`src/rtl/apd_pkg.sv`:
```
package apd_pkg;

    typedef enum logic [1:0] {
        PS_DESEL    = 2'd0,
        PS_SEL_STBY = 2'd1,
        PS_ACTIVE   = 2'd2
    } pwr_state_e;

    typedef struct packed {
        logic ce_fall;
        logic we_fall;
        logic addr_chg;
        logic din_chg;
    } trig_src_t;

endpackage

```
`src/rtl/apd_sampler.sv`:
```
module apd_sampler #(
    parameter int ADDR_W = 18,
    parameter int DATA_W = 1
) (
    input  logic              clk,
    input  logic              rst,
    input  logic              ce_n,
    input  logic              we_n,
    input  logic [ADDR_W-1:0] addr,
    input  logic [DATA_W-1:0] din,
    output logic              new_ce_n,
    output logic              new_we_n,
    output logic [ADDR_W-1:0] new_addr,
    output logic [DATA_W-1:0] new_din,
    output logic              old_ce_n,
    output logic              old_we_n,
    output logic [ADDR_W-1:0] old_addr,
    output logic [DATA_W-1:0] old_din
);

    // Newest sample: the inputs registered once.
    always_ff @(posedge clk) begin
        if (rst) begin
            new_ce_n <= 1'b1;
            new_we_n <= 1'b1;
            new_addr <= '0;
            new_din  <= '0;
        end else begin
            new_ce_n <= ce_n;
            new_we_n <= we_n;
            new_addr <= addr;
            new_din  <= din;
        end
    end

    // Previous sample, for edge and change detection.
    always_ff @(posedge clk) begin
        if (rst) begin
            old_ce_n <= 1'b1;
            old_we_n <= 1'b1;
            old_addr <= '0;
            old_din  <= '0;
        end else begin
            old_ce_n <= new_ce_n;
            old_we_n <= new_we_n;
            old_addr <= new_addr;
            old_din  <= new_din;
        end
    end

endmodule

```
`src/rtl/apd_trigger.sv`:
```
module apd_trigger
    import apd_pkg::*;
#(
    parameter int ADDR_W = 18,
    parameter int DATA_W = 1
) (
    input  logic              new_ce_n,
    input  logic              new_we_n,
    input  logic [ADDR_W-1:0] new_addr,
    input  logic [DATA_W-1:0] new_din,
    input  logic              old_ce_n,
    input  logic              old_we_n,
    input  logic [ADDR_W-1:0] old_addr,
    input  logic [DATA_W-1:0] old_din,
    output trig_src_t         src,
    output logic              trig
);

    logic [ADDR_W-1:0] addr_diff;
    logic [DATA_W-1:0] din_diff;

    // Per-line change detectors.
    for (genvar i = 0; i < ADDR_W; i++) begin : g_addr_cmp
        assign addr_diff[i] = new_addr[i] ^ old_addr[i];
    end

    for (genvar j = 0; j < DATA_W; j++) begin : g_din_cmp
        assign din_diff[j] = new_din[j] ^ old_din[j];
    end

    logic selected;
    logic writing;

    assign selected = ~new_ce_n;
    assign writing  = selected & ~new_we_n;

    // Enable-qualified trigger sources.
    always_comb begin
        src.ce_fall  = old_ce_n & ~new_ce_n;
        src.we_fall  = selected & old_we_n & ~new_we_n;
        src.addr_chg = selected & (|addr_diff);
        src.din_chg  = writing & (|din_diff);
    end

    assign trig = src.ce_fall | src.we_fall | src.addr_chg | src.din_chg;

endmodule

```
`src/rtl/apd_pwr_fsm.sv`:
```
module apd_pwr_fsm
    import apd_pkg::*;
#(
    parameter int PD_CYCLES = 8
) (
    input  logic       clk,
    input  logic       rst,
    input  logic       trig,
    input  logic       sel,
    output pwr_state_e state,
    output logic       pwr_active,
    output logic       deselected,
    output logic       wake_pulse
);

    localparam int               CNT_W  = (PD_CYCLES > 1) ? $clog2(PD_CYCLES) : 1;
    localparam logic [CNT_W-1:0] RELOAD = CNT_W'(PD_CYCLES - 1);

    pwr_state_e       state_nx;
    logic [CNT_W-1:0] cnt;
    logic [CNT_W-1:0] cnt_nx;
    pwr_state_e       idle_state;

    // Standby flavour when the part is not active.
    assign idle_state = sel ? PS_SEL_STBY : PS_DESEL;

    always_comb begin
        state_nx = state;
        cnt_nx   = cnt;
        unique case (state)
            PS_DESEL, PS_SEL_STBY: begin
                if (trig) begin
                    state_nx = PS_ACTIVE;        // wake
                    cnt_nx   = RELOAD;
                end else begin
                    state_nx = idle_state;       // select / deselect
                end
            end
            PS_ACTIVE: begin
                if (trig) begin
                    state_nx = PS_ACTIVE;        // reload
                    cnt_nx   = RELOAD;
                end else if (cnt == '0) begin
                    state_nx = idle_state;       // expire
                end else begin
                    cnt_nx   = cnt - 1'b1;
                end
            end
            default: begin
                state_nx = PS_DESEL;
                cnt_nx   = '0;
            end
        endcase
    end

    // State register.
    always_ff @(posedge clk) begin
        if (rst) begin
            state <= PS_DESEL;
            cnt   <= '0;
        end else begin
            state <= state_nx;
            cnt   <= cnt_nx;
        end
    end

    // Outputs.
    always_ff @(posedge clk) begin
        if (rst) begin
            wake_pulse <= 1'b0;
        end else begin
            wake_pulse <= (state_nx == PS_ACTIVE) && (state != PS_ACTIVE);
        end
    end

    assign pwr_active = (state == PS_ACTIVE);
    assign deselected = (state == PS_DESEL);

    a_r6_trig_enters_active: assert property (@(posedge clk) disable iff (rst)
        trig |=> (state == PS_ACTIVE));

    a_r6_hold_while_counting: assert property (@(posedge clk) disable iff (rst)
        (state == PS_ACTIVE && cnt != '0) |=> (state == PS_ACTIVE));

    a_r7_expire_exits: assert property (@(posedge clk) disable iff (rst)
        (state == PS_ACTIVE && cnt == '0 && !trig) |=> (state != PS_ACTIVE));

    a_r9_wake_single: assert property (@(posedge clk) disable iff (rst)
        wake_pulse |=> !wake_pulse);

    a_r9_wake_on_entry: assert property (@(posedge clk) disable iff (rst)
        wake_pulse |-> (state == PS_ACTIVE && $past(state) != PS_ACTIVE));

    a_r8_idle_tracks_sel: assert property (@(posedge clk) disable iff (rst)
        (!trig && state != PS_ACTIVE) |=> (deselected == !$past(sel)));

endmodule

```
`src/rtl/apd_power_ctrl.sv`:
```
module apd_power_ctrl
    import apd_pkg::*;
#(
    parameter int ADDR_W    = 18,
    parameter int DATA_W    = 1,
    parameter int PD_CYCLES = 8
) (
    input  logic              clk,
    input  logic              rst,
    input  logic              ce_n,
    input  logic              we_n,
    input  logic [ADDR_W-1:0] addr,
    input  logic [DATA_W-1:0] din,
    output logic              pwr_active,
    output logic              deselected,
    output logic              wake_pulse
);

    logic              s_new_ce_n;
    logic              s_new_we_n;
    logic [ADDR_W-1:0] s_new_addr;
    logic [DATA_W-1:0] s_new_din;
    logic              s_old_ce_n;
    logic              s_old_we_n;
    logic [ADDR_W-1:0] s_old_addr;
    logic [DATA_W-1:0] s_old_din;
    trig_src_t         t_src;
    logic              t_any;
    pwr_state_e        f_state;

    apd_sampler #(.ADDR_W(ADDR_W), .DATA_W(DATA_W)) u_sampler (
        .clk      (clk),
        .rst      (rst),
        .ce_n     (ce_n),
        .we_n     (we_n),
        .addr     (addr),
        .din      (din),
        .new_ce_n (s_new_ce_n),
        .new_we_n (s_new_we_n),
        .new_addr (s_new_addr),
        .new_din  (s_new_din),
        .old_ce_n (s_old_ce_n),
        .old_we_n (s_old_we_n),
        .old_addr (s_old_addr),
        .old_din  (s_old_din)
    );

    apd_trigger #(.ADDR_W(ADDR_W), .DATA_W(DATA_W)) u_trigger (
        .new_ce_n (s_new_ce_n),
        .new_we_n (s_new_we_n),
        .new_addr (s_new_addr),
        .new_din  (s_new_din),
        .old_ce_n (s_old_ce_n),
        .old_we_n (s_old_we_n),
        .old_addr (s_old_addr),
        .old_din  (s_old_din),
        .src      (t_src),
        .trig     (t_any)
    );

    apd_pwr_fsm #(.PD_CYCLES(PD_CYCLES)) u_fsm (
        .clk        (clk),
        .rst        (rst),
        .trig       (t_any),
        .sel        (~s_new_ce_n),
        .state      (f_state),
        .pwr_active (pwr_active),
        .deselected (deselected),
        .wake_pulse (wake_pulse)
    );

    a_r1_reset_state: assert property (@(posedge clk)
        rst |=> (deselected && !pwr_active && !wake_pulse));

    a_r8_exclusive_flags: assert property (@(posedge clk) disable iff (rst)
        !(pwr_active && deselected));

    a_r3_we_ignored_deselected: assert property (@(posedge clk) disable iff (rst)
        (s_new_ce_n && s_old_ce_n) |-> (t_src == '0));

endmodule

```
`config.mk`:
```
export PLATFORM = sky130hd
export DESIGN_NAME = apd_power_ctrl
export DESIGN_NICKNAME = d
export VERILOG_FILES = /design/src/rtl/apd_pkg.sv /design/src/rtl/apd_sampler.sv /design/src/rtl/apd_trigger.sv /design/src/rtl/apd_pwr_fsm.sv /design/src/rtl/apd_power_ctrl.sv
export SDC_FILE = /design/constraint.sdc
export NUM_CORES = 1
export LEC_CHECK = 0
export ABC_AREA = 1
export BUFFER_PORTS_ARGS = -buffer_cell sky130_fd_sc_hd__buf_2
export CORE_MARGIN = 2
export CORE_UTILIZATION = 48
export DETAILED_ROUTE_END_ITERATION = 8
export PLACE_DENSITY = 0.69
export SYNTH_ARGS = -nofsm -noshare
export SYNTH_HDL_FRONTEND = slang
export SYNTH_SLANG_ARGS = --single-unit
```
`constraint.sdc`:
```
create_clock -name clk -period 1.44 [get_ports clk]
set_input_delay 0.144 -clock clk [delete_from_list [all_inputs] [get_ports clk]]
set_output_delay 0.144 -clock clk [all_outputs]
set_load 0.05 [all_outputs]
```
### Word-level counts from Yosys, hierarchy flattened

Index checks and enable logic that the tools add are counted.

| cells by class | value |
|---|---|
| $add $sub $neg | 1 |
| multipliers | 0 |
| divide/modulo/power cells | 0 |
| $lt $le $gt $ge | 0 |
| equal/unequal tests | 6 |
| shift-type cells | 0 |
| mux-type cells | 9 |
| bitwise gates (word level) | 30 |
| reduce and logical (&&, ||, !) cells | 6 |

Operators by type and width:

| operator | count |
|---|---|
| bitwise XOR 1 bit | 19 |
| OR reduction 18 bit | 1 |
| 2-to-1 mux 3 bit | 3 |
| AND 1 bit | 6 |
| 2-to-1 mux 2 bit | 3 |
| case mux 3 bit (2 select lines) | 1 |
| equality test 2 bit (second input constant) | 2 |
| inequality test 2 bit (second input constant) | 2 |
| case mux 2 bit (2 select lines) | 1 |
| zero test 3 bit | 1 |
| inequality test 3 bit (second input constant) | 1 |
| bitwise OR 1 bit | 3 |
| subtractor 3 x 1 -> 3 bit (second input constant) | 1 |
| equality test 2 x 1 -> 1 bit (second input constant) | 1 |
| zero test 2 bit | 1 |
| NOT 1 bit | 2 |
| AND reduction 2 bit | 1 |
| OR reduction 2 bit | 1 |
| logical AND 1 bit | 1 |
| 2-to-1 mux 1 bit | 1 |

| storage, ports and cells | value |
|---|---|
| flip-flop bits (word level) | 48 |
| bits in latches | 0 |
| memory bits (writable) | 0 |
| memory bits (read-only) | 0 |
| bits of input ports | 23 |
| output and inout bits | 3 |
| word-level logic and storage cells | 63 |
| memories kept | 0 |

### Depth between registers and ports, before layout

Gate-level depths: netlist of the first run.

| depth | value |
|---|---|
| depth in word-level cells | 10 |
| depth in mapped cells | 11 |
| mapped depth without buffers | 11 |

### By module

Synthesis of the first run repeated with hierarchy kept, for this count alone.

| second synthesis, totals | value |
|---|---|
| cell total of the unflattened synthesis | 261 |
| area, all modules | 1,874.3 µm² |

By module, submodules not included:

| module | instances | cells an instance | area each (µm²) | seq. area each (µm²) |
|---|---|---|---|---|
| apd_sampler | 1 | 131 | 1,192.4 | 840.8 |
| apd_trigger | 1 | 79 | 355.3 | 0.0 |
| apd_pwr_fsm | 1 | 50 | 322.8 | 120.1 |
| apd_power_ctrl | 1 | 1 | 3.8 | 0.0 |

### Worst setup path before layout of the first run

OpenSTA, ideal clock, no wires.

| path | value |
|---|---|
| path type | flip-flop to output port |
| start point | register u_fsm.state[1] |
| end point | output port pwr_active |
| data arrival time | 1.200 ns |
| required time | 1.296 ns |
| slack | 0.096 ns |
| stages on the path, launching flop included | 4 |
| path buffers | 1 |
| path through | dfxtp_1 > clkbuf_1 > inv_1 > nor2_1 |

| on the way | value |
|---|---|
| longest elaborated chain between the ends | 1 |

Ends and longest elaborated chain:

| element | line | text |
|---|---|---|
| start, declared | apd_pwr_fsm.sv:10 | `output pwr_state_e state,` |
| start signal, assigned | apd_pwr_fsm.sv:62 | `state <= state_nx;` |
| equality test 2 bit | apd_pwr_fsm.sv:76 | `assign pwr_active = (state == PS_ACTIVE);` |
| end, declared | apd_power_ctrl.sv:14 | `output logic pwr_active,` |

Every way passes these cells.

### Worst setup path in the final report of the first run

| path | value |
|---|---|
| start point | register u_sampler.old_addr[9] |
| end point | register u_fsm.cnt[0] |

| on the way | value |
|---|---|
| longest elaborated chain between the ends | 7 |
| elaborated cells on any way between the ends | 10 |
| classes of those cells | eq/ne (2); mux (2); bitwise (4); reduce/logical (2) |

Ends and longest elaborated chain:

| element | line | text |
|---|---|---|
| start, declared | apd_sampler.sv:17 | `output logic [ADDR_W-1:0] old_addr,` |
| start signal, assigned | apd_sampler.sv:46 | `old_addr <= new_addr;` |
| bitwise XOR 1 bit (*) | apd_trigger.sv:24 | `assign addr_diff[i] = new_addr[i] ^ old_addr[i];` |
| OR reduction 18 bit (*) | apd_trigger.sv:41 | `src.addr_chg = selected & (\|addr_diff);` |
| AND 1 bit (*) | apd_trigger.sv:41 |  |
| bitwise OR 1 bit (*) (2 in series) | apd_trigger.sv:45 | `assign trig = src.ce_fall \| src.we_fall \| src.addr_chg \| src.din_chg;` |
| 2-to-1 mux 3 bit, or another cell as far along | apd_pwr_fsm.sv:40 | `if (trig) begin` |
| case mux 3 bit (2 select lines) / AND reduction 2 bit (equally long branches) | -- |  |
| end signal, assigned | apd_pwr_fsm.sv:63 | `cnt <= cnt_nx;` |
| end, declared | apd_pwr_fsm.sv:20 | `logic [CNT_W-1:0] cnt;` |

Every way passes the cells marked *; elsewhere a longest branch is shown, timed or not.
A chain may end at the register's enable or synchronous reset.

==> results of run 1 <==
==> power by group through the flow <==
stage / Combinational [mW] / Clock [mW] / Sequential (mW)
final: 0.262 / 0.935 / 1.43
after global routing: 0.309 / 1.03 / 1.44
after CTS: 0.259 / 0.961 / 1.43
after detailed placement: 0.257 / 0 / 1.46
after global placement: 0.251 / 0 / 1.46
after floorplan: 0.193 / 0 / 1.45
==> final cells by class <==
type	count	area (µm²)	area share [%]
Clock buffer	6	72.6	3.35
Clock inverter	2	35.0	1.62
Inverter	65	244	11.3
Multi-Input combinational cell	143	643	29.7
Sequential cell	48	973	44.9
Tap cell	48	60.1	2.77
Timing Repair Buffer	27	140	6.46
==> registers in the layout, indices dropped and copies added, names as in the netlist <==
name / cells
u_sampler.new_addr: 18
u_sampler.old_addr: 18
u_fsm.cnt: 3
u_fsm.state: 2
u_fsm.wake_pulse: 1
u_sampler.new_ce_n: 1
u_sampler.new_din: 1
u_sampler.new_we_n: 1
u_sampler.old_ce_n: 1
u_sampler.old_din: 1
u_sampler.old_we_n: 1
==> cell usage after synthesis (all sizes together) (2+ instances only) <==
master	n	share of area (%)
nor3	2	0.81
clkbuf	5	1.0
nor2	54	11
nand4	3	1.0
dfxtp	48	52
ha	2	1.3
o21ai	3	0.81
or2	2	0.67
nand3	5	1.9
nand2	69	15
inv	65	13
==> final timing paths <==
| kind | startpoint | to | slack, ns | cells past startpoint |
|---|---|---|---|---|
| hold reg to reg | u_sampler.new_we_n$_SDFF_PP1_ | u_sampler.old_we_n$_SDFF_PP1_ | 0.43 | 2 |
| setup / recovery | u_sampler.old_addr[9]$_SDFF_PP0_ | u_fsm.cnt[0]$_SDFFE_PP0P_ | 0.15 | 11 |
| hold / removal | we_n | u_sampler.new_we_n$_SDFF_PP1_ | 0.04 | 2 |
| setup reg to reg | u_sampler.old_addr[9]$_SDFF_PP0_ | u_fsm.cnt[0]$_SDFFE_PP0P_ | 0.15 | 11 |
==> metal layers <==
layer	up-vias	part of all wire (%)	global-route usage (%)
met5	-	0	0
met4	0	0.98	5.87
met3	4	4.1	4.60
met2	22	46	26.3
met1	624	49	16.7
li1	794	-	-
==> cells by family after synthesis <==
| kind of cell | share of synthesized area [%] |
|---|---|
| simple gates | 30.7 |
| buf+inv | 14.7 |
| compound gates | 1.08 |
| xor+xnor | 0.471 |
| fa+ha+maj | 1.35 |
| flops | 51.7 |
==> timing repair <==
item                                   in CTS  in global routing
endpoints found under the hold margin       0                  0
setup endpoints to repair                   0                  4
gates resized for setup                     0                 18
setup buffers                               0                  1
==> placed cells by master, fill, tap and decap left out <==
cell       instances
bufinv_16          1
o21ai_0            1
nand4_1            3
nand3_2            4
clkinv_2           1
buf_4              2
clkbuf_1           1
nand2_4            2
clkbuf_8           5
nor2_1            51
o21ai_2            1
inv_2              4
nor3_2             1
nand2_1           66
buf_2             25
nand3_1            1
inv_1             61
o21ai_1            1
xnor2_1            1
dfxtp_1           38
nor3_1             1
ha_1               2
a21oi_1            1
dfxtp_2           10
nand2_2            1
or2_2              2
nand3b_1           1
nor2_2             3
==> per-stage QoR <==
step | std cells | worst slack (ns) | instance area (µm²)
3_3_place_gp | 330 | 0.170 | 2020
2_1_floorplan | 262 | 0.0955 | 1860
4_1_cts | 338 | 0.127 | 2130
6_report | 339 | 0.147 | 2170
3_5_place_dp | 330 | 0.145 | 2020
5_1_grt | 339 | -0.0111 | 2170
==> flow_metrics.py, run 1 <==
metrics = {
    "worst_setup_path": {
        "cp-end-kind": "flop",
        "worstSetupPathType": "flop to flop",
        "startpoint_type": "flop",
        "cp.required_ns": 1.63,
        "crit_chain": "inv_1 -> nand2_1 -> nand2_1 -> nor2_2 -> nand2_1 -> nor2_2 -> nand3_2 -> nand2_4 -> nand2_4 -> nand3_2 -> nand2_1",
        "critical-path-top-delay-family": "simple AND/OR/NAND/NOR gates",
        "arrival_ns": 1.49,
        "cp_slowest_stage_delay_ns": 0.35,
        "crit_fanout": 8,
        "crit_slowest_cell": "dfxtp_1",
        "path_common_cell": "nand2_1",
        "cp_num_buf_inv": 1,
    },
    "final_layout": {
        "n_fill_cell": 383,
        "area_delta_synth_final_pct": 16.6,
        "num-nets-final": 315,
        "final_util_pct": 58.8,
        "layout-drive-gt1-share_pct": 21.3,
        "diodes": 0,
    },
    "drt": {
        "drtPass1Iterations": 4,
        "drcViolationCount": 0,
        "drt-wirelength-per-cell_um": 8.17,
        "drtIter0Drc": 49,
        "ant_nets": 0,
        "vias": 1444,
        "viasPerCell": 4.26,
        "drt-total-wl_um": 2770,
    },
    "clock_tree": {
        "clk_pin_slew_ns": 0.08,
        "htree_levels": 2,
        "cts_root_buffer": "clkbuf_8",
        "cts_tree": "yes",
        "holdBufCountCts": 0,
        "clk-insertion-delay-late_ns": 0.29,
        "clkSinkCount": 48,
        "numCtsBuffers": 5,
        "clock_tree.buffer_depth": 2,
    },
    "timing": {
        "fin_skew_ns": 0.00317,
        "hold_violations": 0,
        "max_slew_margin_pct": 67.6,
        "final_max_slew_viol_count": 0,
        "setup_tns_ns": 0,
        "clock.fmax_ghz": 0.773,
        "fin_crit_ns": 1.29,
        "period_share_pct": 89.8,
        "worst_pin_slew_ns": 0.484,
        "setup_viol": 0,
        "finalHoldWorstSlack_ns": 0.0351,
    },
    "yosys": {
        "synth_area_um2": 1860,
        "yosysWarnings": 0,
        "synthFlopType": "dfxtp_1",
        "syn_inst": 262,
        "synth-async-reset-ratio_pct": 0,
        "ys_seq_area_share_pct": 51.7,
        "ys_types": 21,
        "syn_area_per_cell_um2": 7.10,
        "synth.net_count": 287,
        "synth_edf_count": 0,
        "ys_ff_latch": 48,
    },
    "global_route": {
        "grt_util_all_layers_pct": 15.0,
        "gr-total-overflow": 0,
        "grt_antenna_before_repair": 0,
        "grt_pass1_vias": 1315,
        "grt_max_degree": 33,
        "grt_pass1_wl_um": 5030,
    },
    "floorplanning": {
        "core_um2": 3690,
        "initial_utilization_pct": 50.4,
        "num_rows": 22,
        "dieHeight_um": 66.2,
        "num_io_pins": 26,
        "die_area_um2": 4390,
        "die_w_um": 66.2,
    },
    "job": {
        "max_cap_viol_count": 0,
    },
    "power": {
        "power_frac_clock_pct": 35.6,
        "sw_frac_of_total_pct": 23.3,
        "comb_power_share_pct": 9.9,
        "ir_worst_vdd_mv": 0.848,
        "seq_power_share_pct": 54.5,
        "total_power_mw": 2.63,
        "p_leak_nw": 1.15,
        "p_switching_uw": 613,
        "powerDensity_nw_per_um2": 1210,
        "p_int_mw": 2.02,
    },
    "placement": {
        "place.gp.congestion": 0.764,
        "port_buffers": 25,
        "dpl.hpwl_um": 2060,
    },
    "hold_path": {
        "worstHoldPathType": "input port to flop",
    },
    "outcome": {
        "status": "finished, final reports clean",
    },
}
Power figures use the tool's default switching activity.
==> run 2: changes to the inputs <==
CORE_UTILIZATION = 55   (was 48)
PLACE_DENSITY = 0.77   (was 0.69)
==> flow_metrics.py, run 2 (synthesis gave the netlist of run 1 again) <==
metrics = {
    "timing": {
        "clock.fmax_ghz": 0.753,
        "setup_viol": 0,
        "hold_violations": 0,
        "max_slew_margin_pct": 73.9,
        "worst_slack_ns": 0.111,
        "fin_crit_ns": 1.33,
        "worst_pin_slew_ns": 0.390,
        "period_share_pct": 92.3,
        "fin_skew_ns": 0.0105,
        "final_max_slew_viol_count": 0,
    },
    "clock_tree": {
        "cts_setup_buffers": 0,
        "cts_root_buffer": "clkbuf_4",
        "clock_tree.buffer_depth": 2,
        "htree_levels": 2,
        "cts_tree": "yes",
        "clk_pin_slew_ns": 0.14,
        "clkSinkCount": 48,
        "numCtsBuffers": 5,
        "clk-insertion-delay-late_ns": 0.37,
    },
    "final_layout": {
        "area_delta_synth_final_pct": 25.2,
        "layout-drive-gt1-share_pct": 17.3,
        "num-nets-final": 336,
        "stdcell_area_um2": 2330,
        "largestRegisters": "u_sampler.new_addr: 18 flops, u_sampler.old_addr: 18 flops, u_fsm.cnt: 3 flops",
        "final_common_cell": "nand2_1",
        "mostFrequentLayoutCells": "67 x nand2_1, 63 x inv_1, 52 x nor2_1",
        "diodes": 0,
    },
    "drt": {
        "vias": 1521,
        "drtIter0Drc": 68,
        "ant_nets": 0,
        "viasPerCell": 4.25,
        "drtPass1Iterations": 4,
        "drcViolationCount": 0,
        "drt-total-wl_um": 3090,
        "drt-wirelength-per-cell_um": 8.62,
    },
    "placement": {
        "port_buffers": 25,
        "place.gp.congestion": 0.816,
        "dpl.hpwl_um": 2070,
        "placed_cell_area_um2": 2030,
        "pre_cts_ws_ns": 0.125,
    },
    "hold_path": {
        "worstHoldPathType": "input port to flop",
    },
    "worst_setup_path": {
        "arrival_ns": 1.61,
        "cp_slowest_stage_delay_ns": 0.36,
        "cp.required_ns": 1.72,
        "crit_fanout": 8,
        "critical-path-top-delay-family": "simple AND/OR/NAND/NOR gates",
        "crit_slowest_cell": "dfxtp_1",
        "startpoint_type": "flop",
        "cp-end-kind": "flop",
        "cp_num_buf_inv": 1,
        "crit_chain": "inv_1 -> nand2_1 -> o21ai_1 -> nor2_1 -> nand2_1 -> nor2_1 -> nand3_2 -> nand2_4 -> nand2_4 -> nand3_1 -> nand2_1",
        "path_common_cell": "nand2_1",
        "worstSetupPathType": "flop to flop",
    },
    "power": {
        "power_frac_clock_pct": 31.1,
        "p_switching_uw": 621,
        "sw_frac_of_total_pct": 24.6,
        "p_leak_nw": 1.21,
        "ir_worst_vdd_mv": 0.758,
        "p_int_mw": 1.90,
        "comb_power_share_pct": 12.0,
        "total_power_mw": 2.52,
        "powerDensity_nw_per_um2": 1080,
        "seq_power_share_pct": 56.9,
    },
    "global_route": {
        "gr-total-overflow": 0,
        "grt_util_all_layers_pct": 17.9,
        "grt_pass1_vias": 1434,
        "grt_antenna_before_repair": 0,
        "grt_pass1_wl_um": 5440,
        "grt_max_degree": 21,
    },
    "floorplanning": {
        "initial_utilization_pct": 56.6,
        "num_io_pins": 26,
        "dieHeight_um": 62.1,
        "num_rows": 21,
        "die_w_um": 62.1,
        "core_um2": 3280,
        "die_area_um2": 3860,
    },
    "outcome": {
        "status": "finished, final reports clean",
    },
    "job": {
        "max_cap_viol_count": 0,
    },
}
## run 2: layout make-up
type | count | area [µm²]
multi-input combinational | 143 | 624
tap | 46 | 57.6
sequential | 48 | 971
fill | 253 | 957
inverter | 65 | 244
clock buffer | 5 | 37.5
timing repair buffer | 48 | 350
clock inverter | 3 | 42.5
## run 2: worst paths after layout
path / start / to / slack, ns / cells past startpoint
min: rst / u_sampler.old_addr[1]$_SDFF_PP0_ / 0.10 / 2
max reg2reg: u_sampler.new_addr[10]$_SDFF_PP0_ / u_fsm.cnt[2]$_SDFFE_PP0P_ / 0.11 / 11
max: u_sampler.new_addr[10]$_SDFF_PP0_ / u_fsm.cnt[2]$_SDFFE_PP0P_ / 0.11 / 11
min reg2reg: u_sampler.new_we_n$_SDFF_PP1_ / u_sampler.old_we_n$_SDFF_PP1_ / 0.43 / 2
## run 2: power by group through the flow
stage          clock, mW  combinational [mW]  sequential (mW)
2_1_floorplan          0               0.193             1.45
3_3_place_gp           0               0.252             1.46
3_5_place_dp           0               0.259             1.46
4_1_cts            0.802               0.304             1.43
5_1_grt            0.846               0.349             1.44
6_report           0.784               0.303             1.43
## run 2: worst reg2reg max path, cell delays in order, from the launching register on
cell and delay (ns):
dfxtp_1 0.36, inv_1 0.05, nand2_1 0.05, o21ai_1 0.06
nor2_1 0.11, nand2_1 0.06, nor2_1 0.12, nand3_2 0.10
nand2_4 0.12, nand2_4 0.08, nand3_1 0.08, nand2_1 0.06
## run 2: per-stage QoR
step	std cells	hold WS (ns)	setup TNS [ns]	utilization, %
after floorplan	262	0.248	0	-
after global placement	329	0.331	0	61.7
after detailed placement	329	0.331	0	61.7
after CTS	358	0.0978	0	70.6
after global routing	358	0.117	-0.0000372	70.9
final	358	0.101	0	70.9
## run 2: per-layer routing
layer | track usage (%) | part of all wire (%)
met5 | 0 | 0
met3 | 3.80 | 3.9
met1 | 19.6 | 46
met4 | 10.0 | 2.7
met2 | 32.1 | 48
## run 2: repair_timing
item,CTS,global route
hold endpoints to repair,21,0
resized for setup,0,8
hold buffers,21,0
setup endpoints to repair,0,5
